===== config.mk =====
export PLATFORM = sky130hd
export DESIGN_NAME = flash_ctl_regs
export DESIGN_NICKNAME = d
export VERILOG_FILES = /design/src/rtl/flash_regs_pkg.sv /design/src/rtl/flash_key_lock.sv /design/src/rtl/flash_prot_reg.sv /design/src/rtl/flash_evt_status.sv /design/src/rtl/flash_ctl_regs.sv
export SDC_FILE = /design/constraint.sdc
export NUM_CORES = 1
export LEC_CHECK = 0
export BUFFER_PORTS_ARGS = -buffer_cell sky130_fd_sc_hd__buf_2
export CORE_ASPECT_RATIO = 1.75
export CORE_MARGIN = 4
export CORE_UTILIZATION = 30
export CTS_BUF_LIST = sky130_fd_sc_hd__clkbuf_8
export CTS_CLUSTER_SIZE = 8
export DETAILED_ROUTE_END_ITERATION = 7
export HOLD_SLACK_MARGIN = 0.15
export SETUP_SLACK_MARGIN = 0.05
export SLEW_MARGIN = 10
export SYNTH_ARGS = -nofsm -noshare
export SYNTH_HDL_FRONTEND = slang
export SYNTH_SLANG_ARGS = --single-unit

===== constraint.sdc =====
create_clock -name clk_i -period 2.9 [get_ports clk_i]
set_input_delay 0.29 -clock clk_i [delete_from_list [all_inputs] [get_ports clk_i]]
set_output_delay 0.29 -clock clk_i [all_outputs]
set_load 0.01 [all_outputs]

===== src/rtl/flash_regs_pkg.sv =====
`timescale 1ns/1ps
package flash_regs_pkg;
   // word offsets on the slave port
   localparam int unsigned OFS_CFG = 0;
   localparam int unsigned OFS_TIM = 1;
   localparam int unsigned OFS_MSK = 2;
   localparam int unsigned OFS_STS = 3;
   localparam int unsigned OFS_KEY = 4;

   // setup register fields
   localparam int unsigned CFG_W        = 4;
   localparam int unsigned CFG_WIDE_BUS = 0;
   localparam int unsigned CFG_LONG_ADR = 1;
   localparam int unsigned CFG_BIG_PAGE = 2;
   localparam int unsigned CFG_WR_PROT  = 3;

   // event / mask / status fields
   localparam int unsigned EVT_W        = 6;
   localparam int unsigned EVT_WP_FAULT = 0;
   localparam int unsigned EVT_ECC_RDY  = 1;
   localparam int unsigned EVT_DEC_ERR  = 2;
   localparam int unsigned EVT_DEC_FAIL = 3;
   localparam int unsigned EVT_CTL_RDY  = 4;
   localparam int unsigned EVT_NAND_RDY = 5;

   localparam int unsigned KEY_W = 16;
endpackage


===== src/rtl/flash_key_lock.sv =====
`timescale 1ns/1ps
module flash_key_lock #(
   parameter int unsigned KEY_W = 16,
   parameter logic [KEY_W-1:0] KEY = 16'hA25E
) (
   input  logic             clk_i,
   input  logic             rst_ni,
   input  logic             key_wr_i,
   input  logic [KEY_W-1:0] key_i,
   input  logic             key_full_i,
   input  logic             prot_wr_i,
   output logic             open_o
);
   logic open_q;

   always_ff @(posedge clk_i or negedge rst_ni) begin
      if (!rst_ni)        open_q <= 1'b0;
      else if (key_wr_i)  open_q <= key_full_i && (key_i == KEY);
      else if (prot_wr_i) open_q <= 1'b0;
   end

   assign open_o = open_q;

   // the correct key with full lanes opens the guard
   assert_key_opens_R2: assert property (@(posedge clk_i) disable iff (!rst_ni)
      (key_wr_i && key_full_i && key_i == KEY) |=> open_q);

   // a guarded write consumes the grant
   assert_lock_rearm_R3: assert property (@(posedge clk_i) disable iff (!rst_ni)
      (prot_wr_i && open_q && !key_wr_i) |=> !open_q);
endmodule


===== src/rtl/flash_prot_reg.sv =====
`timescale 1ns/1ps
module flash_prot_reg #(
   parameter int unsigned W       = 8,
   parameter bit          GUARDED = 1'b1
) (
   input  logic                 clk_i,
   input  logic                 rst_ni,
   input  logic                 wr_i,
   input  logic                 unlocked_i,
   input  logic [W-1:0]         wdata_i,
   input  logic [(W+7)/8-1:0]   be_i,
   output logic [W-1:0]         q_o
);
   localparam int unsigned LANES = (W + 7) / 8;

   logic         commit;
   logic [W-1:0] bit_en;
   logic [W-1:0] q_q;

   if (W == 0) begin : g_bad_w
      $error("flash_prot_reg: W must be non-zero");
   end

   if (GUARDED) begin : g_guarded
      assign commit = wr_i & unlocked_i;
      // a write with the guard closed leaves the contents alone
      assert_closed_hold_R4: assert property (@(posedge clk_i) disable iff (!rst_ni)
         (wr_i && !unlocked_i) |=> $stable(q_q));
   end else begin : g_free
      assign commit = wr_i;
   end

   for (genvar i = 0; i < W; i++) begin : g_bit
      assign bit_en[i] = commit & be_i[i / 8];
   end

   always_ff @(posedge clk_i or negedge rst_ni) begin
      if (!rst_ni) q_q <= '0;
      else         q_q <= (q_q & ~bit_en) | (wdata_i & bit_en);
   end

   assign q_o = q_q;

   initial begin
      assert (LANES >= 1) else $error("flash_prot_reg: no byte lane");
   end
endmodule


===== src/rtl/flash_evt_status.sv =====
`timescale 1ns/1ps
module flash_evt_status #(
   parameter int unsigned N = 6
) (
   input  logic         clk_i,
   input  logic         rst_ni,
   input  logic [N-1:0] evt_i,
   input  logic         clr_i,
   output logic [N-1:0] sts_o
);
   logic [N-1:0] sts_q;

   for (genvar i = 0; i < N; i++) begin : g_bit
      // an event wins over a clearing read in the same cycle
      always_ff @(posedge clk_i or negedge rst_ni) begin
         if (!rst_ni)       sts_q[i] <= 1'b0;
         else if (evt_i[i]) sts_q[i] <= 1'b1;
         else if (clr_i)    sts_q[i] <= 1'b0;
      end

      // a pulse is latched at the next edge (R8: even during a clearing read)
      assert_evt_latch_R7: assert property (@(posedge clk_i) disable iff (!rst_ni)
         evt_i[i] |=> sts_q[i]);

      // a read without a new event empties the bit
      assert_read_clear_R8: assert property (@(posedge clk_i) disable iff (!rst_ni)
         (clr_i && !evt_i[i]) |=> !sts_q[i]);
   end

   assign sts_o = sts_q;
endmodule


===== src/rtl/flash_ctl_regs.sv =====
`timescale 1ns/1ps
module flash_ctl_regs
   import flash_regs_pkg::*;
#(
   parameter int unsigned      DATA_W     = 32,
   parameter int unsigned      ADDR_W     = 4,
   parameter int unsigned      TIM_W      = 27,
   parameter logic [KEY_W-1:0] UNLOCK_KEY = 16'hA25E
) (
   input  logic                clk_i,
   input  logic                rst_ni,
   input  logic [ADDR_W-1:0]   bus_addr_i,
   input  logic [DATA_W-1:0]   bus_wdata_i,
   input  logic [DATA_W/8-1:0] bus_be_i,
   input  logic                bus_we_i,
   input  logic                bus_re_i,
   output logic [DATA_W-1:0]   bus_rdata_o,
   input  logic [EVT_W-1:0]    evt_i,
   output logic [CFG_W-1:0]    cfg_o,
   output logic [TIM_W-1:0]    timing_o,
   output logic                irq_o
);
   localparam int unsigned CFG_LN = (CFG_W + 7) / 8;
   localparam int unsigned TIM_LN = (TIM_W + 7) / 8;
   localparam int unsigned EVT_LN = (EVT_W + 7) / 8;

   if (DATA_W % 8 != 0)  begin : g_chk_bytes $error("DATA_W must be whole bytes"); end
   if (DATA_W < KEY_W)   begin : g_chk_key   $error("DATA_W too narrow for key"); end
   if (TIM_W > DATA_W)   begin : g_chk_tim   $error("TIM_W exceeds DATA_W"); end
   if (TIM_W == 0)       begin : g_chk_tim0  $error("TIM_W must be non-zero"); end
   if (ADDR_W < 3)       begin : g_chk_addr  $error("ADDR_W too small for map"); end

   logic hit_cfg, hit_tim, hit_msk, hit_sts, hit_key, hit_any;
   logic lock_open, prot_wr, key_wr;
   logic [CFG_W-1:0]  cfg_q;
   logic [TIM_W-1:0]  tim_q;
   logic [EVT_W-1:0]  msk_q, sts_q;
   logic [DATA_W-1:0] rd_mux, rdata_q;
   logic              unused_bits;

   assign hit_cfg = (bus_addr_i == ADDR_W'(OFS_CFG));
   assign hit_tim = (bus_addr_i == ADDR_W'(OFS_TIM));
   assign hit_msk = (bus_addr_i == ADDR_W'(OFS_MSK));
   assign hit_sts = (bus_addr_i == ADDR_W'(OFS_STS));
   assign hit_key = (bus_addr_i == ADDR_W'(OFS_KEY));
   assign hit_any = hit_cfg | hit_tim | hit_msk | hit_sts | hit_key;

   assign key_wr  = bus_we_i & hit_key;
   assign prot_wr = bus_we_i & (hit_cfg | hit_tim);

   flash_key_lock #(.KEY_W(KEY_W), .KEY(UNLOCK_KEY)) u_lock (
      .clk_i      (clk_i),
      .rst_ni     (rst_ni),
      .key_wr_i   (key_wr),
      .key_i      (bus_wdata_i[KEY_W-1:0]),
      .key_full_i (&bus_be_i[1:0]),
      .prot_wr_i  (prot_wr),
      .open_o     (lock_open)
   );

   flash_prot_reg #(.W(CFG_W), .GUARDED(1'b1)) u_cfg (
      .clk_i      (clk_i),
      .rst_ni     (rst_ni),
      .wr_i       (bus_we_i & hit_cfg),
      .unlocked_i (lock_open),
      .wdata_i    (bus_wdata_i[CFG_W-1:0]),
      .be_i       (bus_be_i[CFG_LN-1:0]),
      .q_o        (cfg_q)
   );

   flash_prot_reg #(.W(TIM_W), .GUARDED(1'b1)) u_tim (
      .clk_i      (clk_i),
      .rst_ni     (rst_ni),
      .wr_i       (bus_we_i & hit_tim),
      .unlocked_i (lock_open),
      .wdata_i    (bus_wdata_i[TIM_W-1:0]),
      .be_i       (bus_be_i[TIM_LN-1:0]),
      .q_o        (tim_q)
   );

   flash_prot_reg #(.W(EVT_W), .GUARDED(1'b0)) u_msk (
      .clk_i      (clk_i),
      .rst_ni     (rst_ni),
      .wr_i       (bus_we_i & hit_msk),
      .unlocked_i (1'b1),
      .wdata_i    (bus_wdata_i[EVT_W-1:0]),
      .be_i       (bus_be_i[EVT_LN-1:0]),
      .q_o        (msk_q)
   );

   flash_evt_status #(.N(EVT_W)) u_sts (
      .clk_i  (clk_i),
      .rst_ni (rst_ni),
      .evt_i  (evt_i),
      .clr_i  (bus_re_i & hit_sts),
      .sts_o  (sts_q)
   );

   always_comb begin
      rd_mux = '0;
      if (hit_cfg)      rd_mux[CFG_W-1:0] = cfg_q;
      else if (hit_tim) rd_mux[TIM_W-1:0] = tim_q;
      else if (hit_msk) rd_mux[EVT_W-1:0] = msk_q;
      else if (hit_sts) rd_mux[EVT_W-1:0] = sts_q;
      else if (hit_key) rd_mux[0]         = lock_open;
   end

   always_ff @(posedge clk_i or negedge rst_ni) begin
      if (!rst_ni)       rdata_q <= '0;
      else if (bus_re_i) rdata_q <= rd_mux;
   end

   assign bus_rdata_o = rdata_q;
   assign cfg_o       = cfg_q;
   assign timing_o    = tim_q;
   assign irq_o       = |(sts_q & msk_q);
   assign unused_bits = ^{bus_wdata_i, bus_be_i};

   // an enabled event raises the line in the cycle its status bit sets
   assert_irq_follow_R9: assert property (@(posedge clk_i) disable iff (!rst_ni)
      ((|(evt_i & msk_q)) && !(bus_we_i && hit_msk)) |=> irq_o);

   // unmapped reads return zero
   assert_unmapped_zero_R10: assert property (@(posedge clk_i) disable iff (!rst_ni)
      (bus_re_i && !hit_any) |=> (bus_rdata_o == '0));
endmodule


Word-level counts from Yosys, hierarchy flattened
Cells that the tools add are included.
W data, S select, Z words.
{"block": "totals", "out_inout_bits": 64, "mem_bits_ro": 0, "input_bits": 50, "wordCells": 72, "n_memories": 0, "latchBits": 0, "ff_bits": 71, "ram_bits": 0}
{"block": "op_classes", "reduce_logical": 11, "bitwise_logic": 28, "mux": 17, "add_sub_neg": 0, "n_lt_le_gt_ge": 0, "mul": 0, "shifts": 0, "div_mod_pow": 0, "n_eq_ne": 5}
{"op": "$and A27 B27 Y27", "n": 2}
{"op": "$not A27 Y27", "n": 1}
{"op": "$or A27 B27 Y27", "n": 1}
{"op": "$mux W23", "n": 1}
{"op": "$mux W21", "n": 1}
{"op": "$and A6 B6 Y6", "n": 3}
{"op": "$eq A16 B16 Y1 const B", "n": 1}
{"op": "$and A1 B1 Y1", "n": 14}
{"op": "$reduce_bool A2 Y1", "n": 7}
{"op": "$mux W6", "n": 2}
{"op": "$mux W1", "n": 11}
{"op": "$and A4 B4 Y4", "n": 2}
{"op": "$eq A4 B2 Y1 const B", "n": 2}
{"op": "$not A6 Y6", "n": 1}
{"op": "$or A6 B6 Y6", "n": 1}
{"op": "$reduce_or A6 Y1", "n": 1}
{"op": "$mux W5", "n": 1}
{"op": "$eq A4 B1 Y1 const B", "n": 1}
{"op": "$eq A4 B3 Y1 const B", "n": 1}
{"op": "$logic_not A4 Y1", "n": 1}
{"op": "$mux W4", "n": 1}
{"op": "$not A4 Y4", "n": 1}
{"op": "$or A4 B4 Y4", "n": 1}
{"op": "$reduce_and A2 Y1", "n": 1}
{"op": "other kinds (2)", "n": 2}

Logic depth before layout (Yosys ltp)
Gate-level depths: netlist of run 1.
{"block": "logic_depth", "word_depth": 7, "mapped_depth": 6, "ltp_nobuf": 4}

By module
From an unflattened synthesis of run 1, not the netlist that was laid out.
{"block": "unflattened", "cells_unflattened": 219, "hier_area_um2": 3016.6}
{"mod": "flash_ctl_regs", "n_inst": 1, "cells_each": 116, "seq_area_each_um2": 675.6, "area_per_inst_um2": 1295.0}
{"mod": "flash_prot_reg (u_tim)", "n_inst": 1, "cells_each": 58, "seq_area_each_um2": 675.6, "area_per_inst_um2": 1014.7}
{"mod": "flash_prot_reg (u_msk)", "n_inst": 1, "cells_each": 13, "seq_area_each_um2": 150.1, "area_per_inst_um2": 251.5}
{"mod": "flash_evt_status", "n_inst": 1, "cells_each": 13, "seq_area_each_um2": 150.1, "area_per_inst_um2": 198.9}
{"mod": "flash_prot_reg (u_cfg)", "n_inst": 1, "cells_each": 9, "seq_area_each_um2": 100.1, "area_per_inst_um2": 155.1}
{"mod": "flash_key_lock", "n_inst": 1, "cells_each": 10, "seq_area_each_um2": 25.0, "area_per_inst_um2": 101.3}

Worst setup path after synthesis of run 1
No wires, ideal clock.
{"block": "synth_path", "path_type": "input to register", "start": "input bus_addr_i[0]", "end": "register with a tool-made name", "arrival_ns": 1.353, "slack_ns": 1.422, "path_stages": 5, "setup_time_ns": 0.125, "t_required_ns": 2.775, "n_path_buf": 2, "path_cell_list": "buf_4 nor4b_2 and3_1 buf_2 mux2_2"}
{"item": "start, declared", "line": "flash_ctl_regs.sv:12", "rtl": "input logic [ADDR_W-1:0] bus_addr_i,"}

==> results.py, run 1 <==
metrics = {
    "detailed_routing": {
        "vias": 2142,
        "dr.pass1.iters": 4,
        "drt-initial-drc-count": 44,
        "dr_wl_met3_um": 434,
        "viasPerCell": 4.80,
        "finalWirelength_mm": 7.61,
        "wl_met1_mm": 2.86,
        "antenna_left": 0,
        "highest_layer": "met4",
        "route.detailed.drc": 0,
        "wl_per_cell_um": 17.1,
        "met2_length_mm": 4.15,
    },
    "clock_network": {
        "cts_num_sinks": 71,
        "cts_root_buf": "clkbuf_8",
        "clock_latency_ns": 0.34,
        "cts-buffers-inserted": 9,
        "cts_tree": "done",
        "clk_pin_slew_ns": 0.07,
        "ctsLongestPathBuffers": 2,
        "cts_max_level": 3,
    },
    "power": {
        "p_comb_share_pct": 8.2,
        "p_sw_w": 0.000465,
        "seqPwrFrac_pct": 51.4,
        "p_int_w": 0.00153,
        "p_sw_share_pct": 23.3,
        "power_leakage_nw": 2.08,
        "p_clk_share_pct": 40.4,
        "powerDensity_nw_per_um2": 513,
        "ir_drop_v": 0.000302,
    },
    "floorplan": {
        "die_height_um": 139,
        "die_area_um2": 11600,
        "core_area_um2": 9590,
        "num_rows": 47,
        "chipWidth_um": 83.1,
        "initial_core_util_pct": 30.9,
        "io_pins": 114,
    },
    "logic_synthesis": {
        "synth.avg_cell_area_um2": 14.7,
        "synth_edf_count": 0,
        "synth_top_area_share_pct": 59.9,
        "synth_area_leader_cell": "dfrtp_1",
        "synth_ff_type": "dfrtp_1",
        "synth_cells": 202,
        "synth_commonest_cells": "71 x dfrtp_1, 36 x mux2_2, 24 x a22o_1",
        "synthArstFlopShare_pct": 100,
        "yosysSeqAreaShare_pct": 59.9,
        "synth_area_leaders": "dfrtp_1 60%, mux2_2 14%, a22o_1 7.1%",
        "ys_ff_latch": 71,
        "synth.distinct_cells": 33,
        "netlist_area_um2": 2960,
        "ys_warn_count": 0,
        "synth.most_common_cell": "dfrtp_1",
    },
    "critical_path": {
        "path_max_fanout": 3,
        "reg2reg_setup_slack_ns": 1.45,
        "end_kind": "output port",
        "r2r_cells": 3,
        "critPathLaunchType": "flop",
        "cp_data_required_time_ns": 2.61,
        "arrival_ns": 1.25,
        "crit-reg2reg-launch": "u_lock.open_o",
        "critical_path_class": "flop to output port",
    },
    "cells_and_area": {
        "final_core_util_pct": 40.7,
        "fin_nets": 369,
        "drive_above_1_share_pct": 51.9,
        "antenna_cells": 0,
        "final_cells": 446,
        "area_delta_synth_final_pct": 31.5,
        "fill_cells": 962,
    },
    "placed_design": {
        "portBuffers": 103,
        "dp_hpwl_mm": 5.66,
        "dp_cells": 419,
        "place_congestion": 0.762,
    },
    "grt": {
        "grt_pass1_wl_mm": 12.6,
        "grt_overflow": 0,
        "grt.total_usage_pct": 13.9,
        "grt_pass1_vias": 2400,
        "antenna_found_initial": 0,
        "grt_max_degree": 72,
    },
    "timing": {
        "fin_crit_sh_pct": 53.1,
        "min_period_ns": 1.54,
        "skew_ns": 0.00667,
        "slew_headroom_pct": 40.3,
        "drv_slew": 0,
        "worst_pin_slew_ns": 0.895,
        "fin_tns_setup_ns": 0,
        "clock.fmax_mhz": 649,
        "rsz0062_at_grt": "false",
        "setup_viol": 0,
        "hold_viol": 0,
    },
    "outcome": {
        "status": "finished clean",
    },
    "worst_hold_path": {
        "hold_start": "bus_wdata_i[22]",
        "holdPathStages": 2,
        "hold_class": "input port to flop",
    },
    "flow_run": {
        "drv_cap": 0,
    },
}
critical path: stages, from the launching register on:
cell and delay (ns):
dfrtp_1 0.40, a22oi_1 0.24, nand3_1 0.11, buf_2 0.15
power by group through the flow:
stage,Sequential (W),Clock (W),Combinational (W)
floorplan,0.00104,0,0.0000763
global placement,0.00105,0,0.000153
detailed placement,0.00105,0,0.000155
CTS,0.00103,0.000844,0.000167
global route,0.00103,0.000887,0.000183
finish,0.00103,0.000808,0.000163
kinds of logic (layout without fill, tap and decap cells):
logic type             count (synthesis)  in the layout  share of synthesized area (%)
AO/OA/AOI/OAI                         42             42                           11.7
buffers and inverters                 15            133                           3.00
flip-flops                            71             71                           59.9
multiplexers                          42             42                           17.1
other                                  1              5                          0.127
AND/OR/NAND/NOR                       31             31                           8.11
worst max-delay path by stage:
stage | startpoint | end | cells after the start
after floorplan | bus_addr_i[0] | flop | 5
after global placement | bus_addr_i[0] | flop | 5
after detailed placement | bus_addr_i[0] | flop | 5
after CTS | flop | irq_o | 3
after global routing | bus_addr_i[0] | flop | 5
final | flop | irq_o | 3
metrics by stage:
step / worst slack, ns / hold WS, ns / total power (W) / area, um^2
final: 1.36 / 0.179 / 0.00200 / 3900
after floorplan: 1.42 / -0.00559 / 0.00112 / 2980
after CTS: 1.32 / 0.157 / 0.00204 / 3900
after global routing: 1.26 / 0.155 / 0.00210 / 3900
after detailed placement: 0.973 / 0.474 / 0.00120 / 3580
after global placement: 0.959 / 0.466 / 0.00120 / 3580
placed cells by master (no fill, tap or decap), types with 5 or more instances in the layout:
master / count
a21o_1: 6
a22o_1: 24
a22oi_1: 5
buf_2: 102
clkbuf_8: 11
conb_1: 5
dfrtp_1: 71
dlygate4sd3_1: 11
mux2_2: 36
nand2_1: 5
area by class of cell:
type                            count  area, um^2  area share (%)
Clock buffer                       11         151            3.88
Clock inverter                      5        56.3            1.44
Inverter                            1        3.75          0.0963
Multi-Input combinational cell    120        1110            28.6
Sequential cell                    71        1780            45.6
Tap cell                          122         153            3.92
Timing Repair Buffer              116         643            16.5
layer usage:
layer,global-route usage [%],vias up
li1,-,990
met5,0,-
met3,4.32,11
met2,24.4,69
met1,15.1,1072
met4,6.72,0
repair_timing:
action,4_1_cts,5_1_grt
setup buffers,0,0
hold buffers,11,0
resized for setup,0,0
endpoints found under the hold margin,81,0
Power figures use the tool's default switching activity.
==> run 2: changes to the inputs <==
Settings changed: ABC_AREA set to 1.
Clock period 2.9 ns to 1.6 ns, I/O delays scaled along.
==> run 2 against run 1 <==
  * Setup slack lost 1.3 ns
  * Global-route usage rose by 1.6 points
  * Cell count rose by 45%
  * Largest power group unchanged
==> results.py, run 2 <==
metrics = {
    "logic_synthesis": {
        "synth_area_leaders": "dfrtp_1 57%, nand2_1 16%, nand3_1 5.3%",
        "synth.most_common_cell": "nand2_1",
        "synth_commonest_cells": "130 x nand2_1, 71 x dfrtp_1, 33 x nand3_1",
        "synthAdderAreaFrac_pct": 0,
        "synth_edf_count": 0,
        "synth_simple_gate_area_share_pct": 26.8,
        "synth_cells": 368,
        "synth.avg_cell_area_um2": 8.53,
        "netlist_area_um2": 3140,
        "synth.distinct_cells": 28,
        "synth_top_family_by_area": "simple AND/OR/NAND/NOR gates",
        "synthMuxAreaShare_pct": 0,
        "synth_ff_type": "dfrtp_1",
        "yosysSeqAreaShare_pct": 56.6,
        "synth_xor_area_share_pct": 0,
        "synth_compound_area_share_pct": 9.57,
        "ys_ff_latch": 71,
        "synthArstFlopShare_pct": 100,
        "ys_warn_count": 0,
        "synth_top_area_share_pct": 56.6,
        "synth_area_leader_cell": "dfrtp_1",
    },
    "cells_and_area": {
        "antenna_cells": 0,
        "drive_above_1_share_pct": 27.3,
        "register_area_um2": 1780,
        "final_cell_mix": "130 x nand2_1, 103 x buf_2, 71 x dfrtp_1",
        "area_delta_synth_final_pct": 39.5,
        "multi_input_area_um2": 1170,
        "fin_nets": 566,
        "final_common_cell": "nand2_1",
        "fill_cells": 1047,
    },
    "timing": {
        "min_period_ns": 1.50,
        "skew_ns": 0.00623,
        "hold_viol": 0,
        "setup_viol": 0,
        "drv_slew": 0,
        "setup_slack_ns": 0.0961,
        "clock.fmax_mhz": 665,
        "rsz0062_at_grt": "true",
        "fin_tns_setup_ns": 0,
        "fin_crit_sh_pct": 94.0,
    },
    "clock_network": {
        "clock_latency_ns": 0.34,
        "cts_num_sinks": 71,
        "cts_root_buf": "clkbuf_8",
        "cts_max_level": 3,
        "cts-buffers-inserted": 9,
        "clk_pin_slew_ns": 0.08,
        "cts_tree": "done",
        "ctsLongestPathBuffers": 2,
    },
    "grt": {
        "grt_max_degree": 72,
        "antenna_found_initial": 0,
        "grt.total_usage_pct": 15.5,
        "grt_overflow": 0,
        "grt_pass1_vias": 3016,
        "grt_pass1_wl_mm": 14.8,
    },
    "critical_path": {
        "cp_data_required_time_ns": 1.88,
        "arrival_ns": 1.79,
        "critPathLaunchType": "flop",
        "end_kind": "flop",
        "critical_path_class": "flop to flop",
        "path_max_fanout": 7,
    },
    "flow_run": {
        "drv_cap": 0,
    },
    "power": {
        "powerDensity_nw_per_um2": 793,
        "p_clk_share_pct": 34.9,
        "p_int_w": 0.00256,
        "p_comb_share_pct": 11.4,
        "p_sw_w": 0.000911,
        "power_leakage_nw": 2.41,
        "ir_drop_v": 0.000515,
        "p_sw_share_pct": 26.3,
        "seqPwrFrac_pct": 53.7,
    },
    "detailed_routing": {
        "antenna_left": 0,
        "viasPerCell": 4.59,
        "dr.pass1.iters": 4,
        "route.detailed.drc": 0,
        "wl_per_cell_um": 14.1,
        "vias": 2977,
        "drt-initial-drc-count": 104,
        "finalWirelength_mm": 9.13,
    },
    "floorplan": {
        "io_pins": 114,
        "die_height_um": 143,
        "num_rows": 49,
        "die_area_um2": 12200,
        "core_area_um2": 10200,
        "initial_core_util_pct": 30.6,
        "chipWidth_um": 85.3,
    },
    "placed_design": {
        "pre_cts_slack_ns": 0.142,
        "portBuffers": 103,
        "place_congestion": 0.856,
        "dp_hpwl_mm": 6.72,
    },
    "outcome": {
        "status": "finished clean",
    },
    "worst_hold_path": {
        "hold_class": "input port to flop",
    },
}
[run 2: metal layers]
metal	vias to the layer above	GRT usage (%)	wire [um]
met5	-	0	0
met1	1396	16.9	3440
li1	1471	-	-
met4	0	6.76	206
met2	95	28.5	4970
met3	15	3.16	504
[run 2: through the flow]
step / utilization, % / total power [W] / hold slack [ns] / std cells / cell area [um^2]
final: 42.8 / 0.00347 / 0.183 / 648 / 4380
after global routing: 42.8 / 0.00365 / 0.187 / 648 / 4380
after CTS: 42.5 / 0.00352 / 0.166 / 646 / 4350
after detailed placement: 37.1 / 0.00222 / 0.224 / 591 / 3800
after global placement: 37.1 / 0.00221 / 0.210 / 591 / 3800
after floorplan: - / 0.00204 / -0.136 / 372 / 3150
[run 2: power groups by stage]
stage / Sequential [W] / Clock (W) / Combinational [W]
floorplan: 0.00190 / 0 / 0.000147
global placement: 0.00190 / 0 / 0.000315
detailed placement: 0.00190 / 0 / 0.000320
CTS: 0.00186 / 0.00126 / 0.000392
global route: 0.00187 / 0.00133 / 0.000448
finish: 0.00186 / 0.00121 / 0.000396
[run 2: final timing paths]
check / startpoint / endpoint / slack (ns) / depth (start not counted)
min reg2reg: bus_rdata_o[18] / bus_rdata_o[18] / 0.48 / 2
max: u_lock.open_o / flop / 0.1 / 5
max reg2reg: u_lock.open_o / flop / 0.1 / 5
min: bus_re_i / bus_rdata_o[4] / 0.18 / 3
min in group asynchronous: rst_ni / bus_rdata_o[7] / 0.36 / 3
max in group asynchronous: rst_ni / u_sts.sts_o[1] / 0.90 / 3
[run 2: final cells by class]
class / count / share of cell area (%)
sequential: 71 / 40.6
multi-input combinational: 252 / 26.8
timing repair buffer: 152 / 22.7
tap: 127 / 3.63
clock buffer: 9 / 2.83
inverter: 30 / 2.57
clock inverter: 7 / 0.943
[run 2: worst max-delay path: stages (launching register included)]
cell	delay, ns
dfrtp_1	0.39
nand2_1	0.15
nor2_8	0.18
nand3_1	0.09
dlygate4sd3_1	0.57
nand2_1	0.07
[run 2: cells by family (layout without fill, tap and decap cells)]
| family | after synthesis | in the layout |
|---|---|---|
| compound gates | 55 | 55 |
| buf+inv | 49 | 198 |
| flops | 71 | 71 |
| other cells | 1 | 5 |
| simple gates | 192 | 192 |
[run 2: timing repair]
item,CTS,global route
hold buffers,39,0
buffers inserted,0,2
resized for setup,0,2
setup endpoints to repair,0,2
hold endpoints to repair,111,0
==> run 3: changes to the inputs <==
Settings changed: PLACE_DENSITY set to 0.59, REMOVE_ABC_BUFFERS set to 1.
==> run 3 against run 2 <==
  * Setup slack gained 0.029 ns
  * Register-to-register slack gained 0.07 ns
  * Non-clock buffer count shrank 1
  * Sequential share of layout area increased by 0.15 points
  * Combinational power fell by 2%
==> results.py, run 3 (synthesized netlist as in run 2, its figures left out) <==
metrics = {
    "outcome": {
        "status": "finished clean",
    },
    "critical_path": {
        "crit_top_cell": "nand2_1",
        "r2r_cells": 5,
        "cp_data_required_time_ns": 1.44,
        "end_kind": "output port",
        "critical_path_class": "flop to output port",
        "critPathLaunchType": "flop",
        "crit_buf_inv": 1,
        "arrival_ns": 1.32,
        "crit-reg2reg-launch": "u_lock.open_o",
        "slowest_delay_ns": 0.41,
        "critPathTopFamily": "flip-flops",
        "reg2reg_setup_slack_ns": 0.17,
        "path_cells": "nand2_1 > nand2_1 > a21oi_2 > o2111ai_1 > buf_2",
        "critical-path-slowest-cell": "dfrtp_1",
        "path_max_fanout": 3,
    },
    "floorplan": {
        "die_height_um": 143,
        "die_area_um2": 12200,
        "initial_core_util_pct": 30.6,
        "num_rows": 49,
        "core_area_um2": 10200,
        "chipWidth_um": 85.3,
        "io_pins": 114,
    },
    "cells_and_area": {
        "final_cells": 648,
        "fin_nets": 565,
        "final_common_cell": "nand2_1",
        "area_delta_synth_final_pct": 39.0,
        "finalInstanceArea_um2": 4360,
        "final_cell_mix": "130 x nand2_1, 103 x buf_2, 71 x dfrtp_1",
        "drive_above_1_share_pct": 26.2,
        "final_core_util_pct": 42.6,
    },
    "placed_design": {
        "place_congestion": 0.808,
        "dp_hpwl_mm": 6.71,
        "placed_area_um2": 3800,
        "portBuffers": 103,
        "dp_cells": 591,
    },
    "timing": {
        "fin_tns_setup_ns": 0,
        "clock.fmax_mhz": 678,
        "skew_ns": 0.00992,
        "drv_slew": 0,
        "setup_viol": 0,
        "rsz0062_at_grt": "true",
        "min_period_ns": 1.48,
        "hold_viol": 0,
        "worst_pin_slew_ns": 0.524,
        "slew_headroom_pct": 64.8,
        "fin_crit_sh_pct": 92.2,
    },
    "grt": {
        "grt_max_degree": 72,
        "grt-busiest-layer": "met2",
        "grt_use_met3_pct": 4.02,
        "grt.total_usage_pct": 15.8,
        "grt_overflow": 0,
        "met2_usage_pct": 28.4,
        "grt_pass1_vias": 3047,
        "antenna_found_initial": 0,
        "global_route.usage.met1_pct": 16.3,
        "grt_pass1_wl_mm": 14.8,
    },
    "clock_network": {
        "cts_num_sinks": 71,
        "cts-buffers-inserted": 9,
        "cts_tree": "done",
        "cts_max_level": 3,
        "clock_latency_ns": 0.35,
        "cts_root_buf": "clkbuf_8",
        "clk_pin_slew_ns": 0.08,
        "ctsLongestPathBuffers": 2,
    },
    "worst_hold_path": {
        "holdPathStages": 3,
        "worst_hold_path.endpoint": "u_sts.sts_o[1]",
        "hold_start": "bus_addr_i[3]",
        "hold_class": "input port to flop",
    },
    "detailed_routing": {
        "dr.pass1.iters": 4,
        "drt-initial-drc-count": 85,
        "viasPerCell": 4.63,
        "wl_per_cell_um": 14.3,
        "antenna_left": 0,
        "vias": 3000,
        "finalWirelength_mm": 9.30,
        "route.detailed.drc": 0,
    },
    "flow_run": {
        "drv_cap": 0,
    },
    "power": {
        "power.total_w": 0.00347,
        "power_leakage_nw": 2.41,
        "powerDensity_nw_per_um2": 794,
        "ir_drop_v": 0.000402,
    },
}
==> run 3: changes by cell type in the layout (fill, tap and decap cells not counted) <==
cell / delta
buf_4: -1
clkbuf_8: +1
clkinv_2: -2
clkinvlp_4: -3
diode_2: +2
inv_1: +3
o2111ai_1: +1
o2111ai_2: -1
==> run 3: power by group <==
| group | switching [W] | leakage (nW) | internal [W] |
|---|---|---|---|
| Combinational | 0.000216 | 1.37 | 0.000174 |
| Clock | 0.000638 | 0.0971 | 0.000572 |
| Sequential | 0.0000301 | 0.947 | 0.00184 |
==> run 3: final cells by class <==
| cell class | instances | area (um^2) |
|---|---|---|
| clock inverters | 5 | 20.0 |
| flip-flops and latches | 71 | 1780 |
| multi-input cells | 252 | 1160 |
| repair buffers | 151 | 986 |
| well taps | 127 | 159 |
| clock buffers | 10 | 138 |
| fillers | 1021 | 5880 |
| inverters | 30 | 113 |
| diodes | 2 | 5.00 |
==> run 3: worst max path at each step <==
stage / from / to / slack (ns) / cells after the start
finish: flop / irq_o / 0.12 / 5
global route: flop / irq_o / 0.04 / 5
CTS: flop / irq_o / 0.07 / 5
detailed placement: bus_addr_i[3] / flop / 0.21 / 7
global placement: bus_addr_i[3] / flop / 0.24 / 7
floorplan: bus_addr_i[3] / flop / 0.22 / 6
==> run 3: tightest hold or removal path, stage by stage <==
cell and delay [ns]:
buf_2 0.13, nor4_2 0.08, o21bai_1 0.11
==> run 3: stage by stage <==
stage / hold slack, ns / setup slack [ns]
finish: 0.166 / 0.125
global route: 0.190 / 0.0399
CTS: 0.154 / 0.0687
detailed placement: 0.219 / 0.208
global placement: 0.213 / 0.241
floorplan: -0.136 / 0.216
==> run 3: metal layers <==
| metal | vias up | routed length (um) |
|---|---|---|
| li1 | 1474 | - |
| met1 | 1402 | 3320 |
| met2 | 100 | 5090 |
| met3 | 24 | 504 |
| met4 | 0 | 389 |
| met5 | - | 0 |
==> run 3: repair_timing <==
item | in CTS | in global routing
endpoints found under the hold margin | 112 | 0
hold buffers | 39 | 0
setup buffers | 0 | 1
setup endpoints to repair | 0 | 3
resized for setup | 0 | 1
